===== src/rtl/spi_hold_qual_pkg.sv =====
package spi_hold_qual_pkg;
  typedef enum logic {
    ST_RUN   = 1'b0,
    ST_PAUSE = 1'b1
  } pause_st_e;

  localparam int unsigned PIN_SCK  = 0;
  localparam int unsigned PIN_HOLD = 1;
  localparam int unsigned PIN_CS   = 2;
  localparam int unsigned NUM_PINS = 3;
endpackage


===== src/rtl/hq_pin_hist.sv =====
// One-cycle history of the sampled pins, per-bit reset value.
module hq_pin_hist #(
  parameter int unsigned            W       = 3,
  parameter logic        [W-1:0]    RST_VAL = '0
) (
  input  logic         clk_i,
  input  logic         rst_ni,
  input  logic [W-1:0] pin_i,
  output logic [W-1:0] prev_o
);
  for (genvar g = 0; g < W; g++) begin : g_bit
    always_ff @(posedge clk_i or negedge rst_ni) begin
      if (!rst_ni) prev_o[g] <= RST_VAL[g];
      else         prev_o[g] <= pin_i[g];
    end
  end
endmodule


===== src/rtl/hq_pause_fsm.sv =====
module hq_pause_fsm
  import spi_hold_qual_pkg::*;
(
  input  logic clk_i,
  input  logic rst_ni,
  input  logic sel_i,
  input  logic sck_i,
  input  logic hold_ni,
  input  logic hold_rise_i,
  output logic paused_o,
  output logic block_o
);
  pause_st_e st_q, st_d;
  logic      enter;

  // a low pause pin only takes effect on a low clock level
  assign enter = ~hold_ni & ~sck_i;

  always_comb begin
    st_d = st_q;
    if (!sel_i) begin
      st_d = ST_RUN;
    end else begin
      unique case (st_q)
        ST_RUN:   if (enter) st_d = ST_PAUSE;
        ST_PAUSE: if (hold_rise_i && !sck_i) st_d = ST_RUN;
        default:  st_d = ST_RUN;
      endcase
    end
  end

  always_ff @(posedge clk_i or negedge rst_ni) begin
    if (!rst_ni) st_q <= ST_RUN;
    else         st_q <= st_d;
  end

  // release cycle is still inside ST_PAUSE, so its edge stays blocked
  assign paused_o = sel_i & ((st_q == ST_PAUSE) | enter);
  assign block_o  = ~sel_i | paused_o;
endmodule


===== src/rtl/hq_si_freeze.sv =====
module hq_si_freeze (
  input  logic clk_i,
  input  logic rst_ni,
  input  logic si_i,
  input  logic frz_i,
  output logic si_o
);
  logic si_q;

  assign si_o = frz_i ? si_q : si_i;

  always_ff @(posedge clk_i or negedge rst_ni) begin
    if (!rst_ni) si_q <= 1'b0;
    else         si_q <= si_o;
  end
endmodule


===== src/rtl/spi_hold_qual.sv =====
module spi_hold_qual
  import spi_hold_qual_pkg::*;
(
  input  logic clk_i,
  input  logic rst_ni,
  input  logic cs_ni,
  input  logic sck_i,
  input  logic si_i,
  input  logic hold_ni,
  output logic sck_rise_o,
  output logic sck_fall_o,
  output logic si_o,
  output logic paused_o,
  output logic so_hiz_o,
  output logic seq_clr_o
);
  localparam logic [NUM_PINS-1:0] HIST_RST = (NUM_PINS'(1) << PIN_CS) | (NUM_PINS'(1) << PIN_HOLD);

  logic [NUM_PINS-1:0] pins, prev;
  logic                sel, blk, hold_rise, raw_rise, raw_fall;

  assign pins[PIN_SCK]  = sck_i;
  assign pins[PIN_HOLD] = hold_ni;
  assign pins[PIN_CS]   = cs_ni;

  hq_pin_hist #(.W(NUM_PINS), .RST_VAL(HIST_RST)) u_hist (
    .clk_i  (clk_i),
    .rst_ni (rst_ni),
    .pin_i  (pins),
    .prev_o (prev)
  );

  assign sel       = ~cs_ni;
  assign raw_rise  =  sck_i & ~prev[PIN_SCK];
  assign raw_fall  = ~sck_i &  prev[PIN_SCK];
  assign hold_rise =  hold_ni & ~prev[PIN_HOLD];

  hq_pause_fsm u_fsm (
    .clk_i       (clk_i),
    .rst_ni      (rst_ni),
    .sel_i       (sel),
    .sck_i       (sck_i),
    .hold_ni     (hold_ni),
    .hold_rise_i (hold_rise),
    .paused_o    (paused_o),
    .block_o     (blk)
  );

  hq_si_freeze u_si (
    .clk_i  (clk_i),
    .rst_ni (rst_ni),
    .si_i   (si_i),
    .frz_i  (paused_o),
    .si_o   (si_o)
  );

  assign sck_rise_o = raw_rise & ~blk;
  assign sck_fall_o = raw_fall & ~blk;
  assign so_hiz_o   = cs_ni | ~hold_ni | paused_o;
  assign seq_clr_o  = cs_ni & ~prev[PIN_CS];
endmodule


===== config.mk =====
export PLATFORM = sky130hd
export DESIGN_NAME = spi_hold_qual
export DESIGN_NICKNAME = d
export VERILOG_FILES = /design/src/rtl/spi_hold_qual_pkg.sv /design/src/rtl/hq_pin_hist.sv /design/src/rtl/hq_pause_fsm.sv /design/src/rtl/hq_si_freeze.sv /design/src/rtl/spi_hold_qual.sv
export SDC_FILE = /design/constraint.sdc
export NUM_CORES = 1
export LEC_CHECK = 0
export CAP_MARGIN = 10
export CORE_AREA = 2 2 39 41
export CTS_CLUSTER_DIAMETER = 30
export DETAILED_ROUTE_END_ITERATION = 8
export DIE_AREA = 0 0 41 43
export PLACE_DENSITY = 0.51
export SYNTH_ARGS = -nofsm -noshare
export SYNTH_HDL_FRONTEND = slang
export SYNTH_SLANG_ARGS = --single-unit

===== constraint.sdc =====
create_clock -name clk_i -period 2.49 [get_ports clk_i]
set_clock_uncertainty 0.05 [all_clocks]
set_input_delay 0.249 -clock clk_i [delete_from_list [all_inputs] [get_ports clk_i]]
set_output_delay 0.249 -clock clk_i [all_outputs]
set_load 0.05 [all_outputs]

==> run summary <==
The relative area change from synthesis to final layout is 74.1%. In this run the number of H-tree levels came out at 1. The net count of the mapped netlist is 22. The final-report max-slew violation count is 0. The flow ran to the end, and the final reports show no timing, DRC or antenna violations. Yosys printed 0 warnings. The wire length per cell is 9.26 um. The analysis attributes to net switching a power of 62.6 uW. The number of setup violations in the final report came out at 0. The number of setup buffers added after CTS came out at 0.

The clock transition at the register clock pins on the worst setup and hold paths after CTS is 40 ps. The relative slew slack came out at 66.7%. The worst setup path is captured at an output pin. In the global route stage, overall resource usage came out at 7.08%. The initialized floorplan defines 14 standard-cell rows.

A synthesized cell averages 12.4 sq um. The vertical extent of the die came out at 43 um. The maximum number of pins on one net before global-route repair came out at 7.

The worst-case setup slack after placement came out at 396 ps. The core region area is 1380 sq um. The startpoint class of the critical path is a primary input. The number of buffers added by the clock tree synthesis step came out at 3. The period utilization is 84.2%.

The number of nets in the layout is 38. The footprint of the flip-flops and latches is 128 sq um. The total power came out at 229 uW.

The starting density of the core is 14.3%. The cell sitting at the root of the clock tree is a sky130_fd_sc_hd__clkbuf_4. The via count of the first global-routing pass is 189. The count of cells along the worst register-to-register path is 3. In this run the count of I/O pins placed on the die edge is 12.

The via count normalized by instance count is 3.51. The total via count in the routed design came out at 165. By startpoint and endpoint, the worst setup path is classified as in -> out. The number of buffers inserted for hold repair after clock tree synthesis came out at 0. IR analysis of the VDD net gives a maximum drop of 0.216 mV. The count of distinct cell types in the synthesized netlist is 13. Input and output buffers added on the ports amount to 11.

The highest clock rate is 477 MHz. The final wirelength came out at 435 um. The data required time at the worst endpoint is 2190 ps.

In the final layout, the share of cells above drive strength 1 is 32.3%. The wire length of the first global-routing pass is 731 um. In the layout the commonest cells are 7 x sky130_fd_sc_hd__clkdlybuf4s50_1, 4 x sky130_fd_sc_hd__buf_4, 3 x sky130_fd_sc_hd__clkbuf_4, 3 x sky130_fd_sc_hd__dfrtp_1, 2 x sky130_fd_sc_hd__dfstp_2. Along the worst path, the maximum fanout reaches 6.

The library cell used most frequently in the layout, excluding fill and tap cells, is sky130_fd_sc_hd__clkdlybuf4s50_1. The cell internal power dissipation is 167 uW. The leakage power summed over all cells is 0.000140 uW. The longest clock path from root to sink contains 2 buffers. The number of clock sinks came out at 5.

The total count of hold-check failures in the final report came out at 0. In this run the worst hold path is classified as in -> async. The horizontal extent of the die came out at 41 um. After the first detailed-routing iteration, the DRC count stood at 3. For the worst setup path, the data arrival time is 1800 ps. TritonCTS built the clock tree. The switching share of total power came out at 27.3%. For this run, the register share of the synthesized area comes to 64.6%. The total global routing overflow came out at 0.

After synthesis the cells add up to 198 sq um. The setup slack of the critical path after layout came out at 393 ps. The total negative slack for setup checks came out at 0 ps. The placer congestion estimate came out at 0.630. The first-pass iteration count of the detailed router is 3. The register bit count reported by yosys came out at 5. Setup repair after global routing left no endpoint under its margin.

The floorplan die area is 1760 sq um. The relative contribution of the clock network to total power is 39.9%. In the routed design, unresolved DRC markers number 0.

The areal power density over the cells came out at 666 nW/um^2. The multi-input logic area is 66.3 sq um. The hold slack came out at 173 ps.

The final critical delay including setup and external delays is 2100 ps. The transition time of the tightest slew-check pin came out at 497 ps. The number of antenna violations at the first check in global routing came to 0. Once detail routing completed, the nets flagged for antenna violations numbered 0. The fill cell instance count of the final layout is 146. Registers are responsible for 39.2% of the overall power. In this run, post-CTS repair resized a total of 0 instances. The max capacitance violation total is 0. Of the total power, combinational logic draws 21.0%. The clock latency reported for the late side of the worst-skew pair is 240 ps. The final standard cell utilization of the core came out at 24.9%. In the synthesized netlist, the number of instances is 16. Setup slack on the worst reg-to-reg path comes out at 1350 ps. The number of antenna cells inserted is 0.
==> cells by family (layout without fill, tap and decap cells) <==
| kind of cell | after synthesis | after routing | synth area share, % |
|---|---|---|---|
| AND/OR/NAND/NOR | 6 | 6 | 18.4 |
| multiplexers | 1 | 1 | 5.70 |
| AO/OA/AOI/OAI | 3 | 3 | 9.49 |
| buffers and inverters | 1 | 16 | 1.90 |
| flip-flops | 5 | 5 | 64.6 |
==> power groups by stage <==
stage	Sequential (uW)	Combinational (uW)	Clock, uW
finish	89.8	48.0	91.4
global route	90.3	51.5	105
CTS	89.7	48.6	97.9
detailed placement	90.8	48.3	0
global placement	90.4	47.8	0
floorplan	90.2	27.1	0
==> per-stage QoR <==
stage,instance area (sq um),instances
finish,344,47
global route,344,47
CTS,344,47
detailed placement,318,43
global placement,318,43
floorplan,198,16
==> worst paths after layout <==
| kind | end | startpoint |
|---|---|---|
| setup reg to reg | u_si.si_q | u_fsm.st_q |
| hold reg to reg | u_si.si_q | u_si.si_q |
| min in group clk_i | u_hist.prev_o[1] | hold_ni |
| max in group asynchronous | u_hist.prev_o[1] | rst_ni |
| hold / removal | u_fsm.st_q | rst_ni |
| setup / recovery | so_hiz_o | cs_ni |
==> cell usage after synthesis <==
cell type	number	area share [%]
sky130_fd_sc_hd__or2_1	1	3.2
sky130_fd_sc_hd__nor2_1	1	1.9
sky130_fd_sc_hd__nor3b_1	1	3.8
sky130_fd_sc_hd__dfrtp_1	3	38
sky130_fd_sc_hd__mux2_1	1	5.7
sky130_fd_sc_hd__nand2_1	1	1.9
sky130_fd_sc_hd__inv_1	1	1.9
sky130_fd_sc_hd__a21oi_2	1	4.4
sky130_fd_sc_hd__dfstp_2	2	27
sky130_fd_sc_hd__nor2b_1	1	3.2
sky130_fd_sc_hd__nor4b_1	1	4.4
sky130_fd_sc_hd__o21ai_0	1	2.5
sky130_fd_sc_hd__a21oi_1	1	2.5
==> layer usage <==
| metal | track usage (%) | share of wire [%] | up-vias |
|---|---|---|---|
| li1 | - | - | 84 |
| met1 | 8.55 | 52 | 69 |
| met3 | 6.81 | 15 | 0 |
| met5 | 0 | 0 | - |
| met4 | 6.00 | 0 | 0 |
| met2 | 6.88 | 33 | 12 |
==> final cells by class <==
class / instances / share of cell area, %
Sequential cell: 5 / 37.1
Timing Repair Buffer: 11 / 29.1
Multi-Input combinational cell: 10 / 19.3
Inverter: 1 / 1.09
Clock buffer: 4 / 7.64
Tap cell: 16 / 5.82
==> worst max-delay path, stage by stage <==
cell                              delay (ps)
sky130_fd_sc_hd__clkdlybuf4s50_1         580
sky130_fd_sc_hd__nor2_1                   80
sky130_fd_sc_hd__nand2_1                  90
sky130_fd_sc_hd__clkdlybuf4s50_1         800
==> registers in the layout, indices dropped and copies added, names as in the netlist <==
name	cells
u_fsm.st_q	1
u_hist.prev_o	3
u_si.si_q	1
Note: power is estimated with default switching activity, not from simulation.
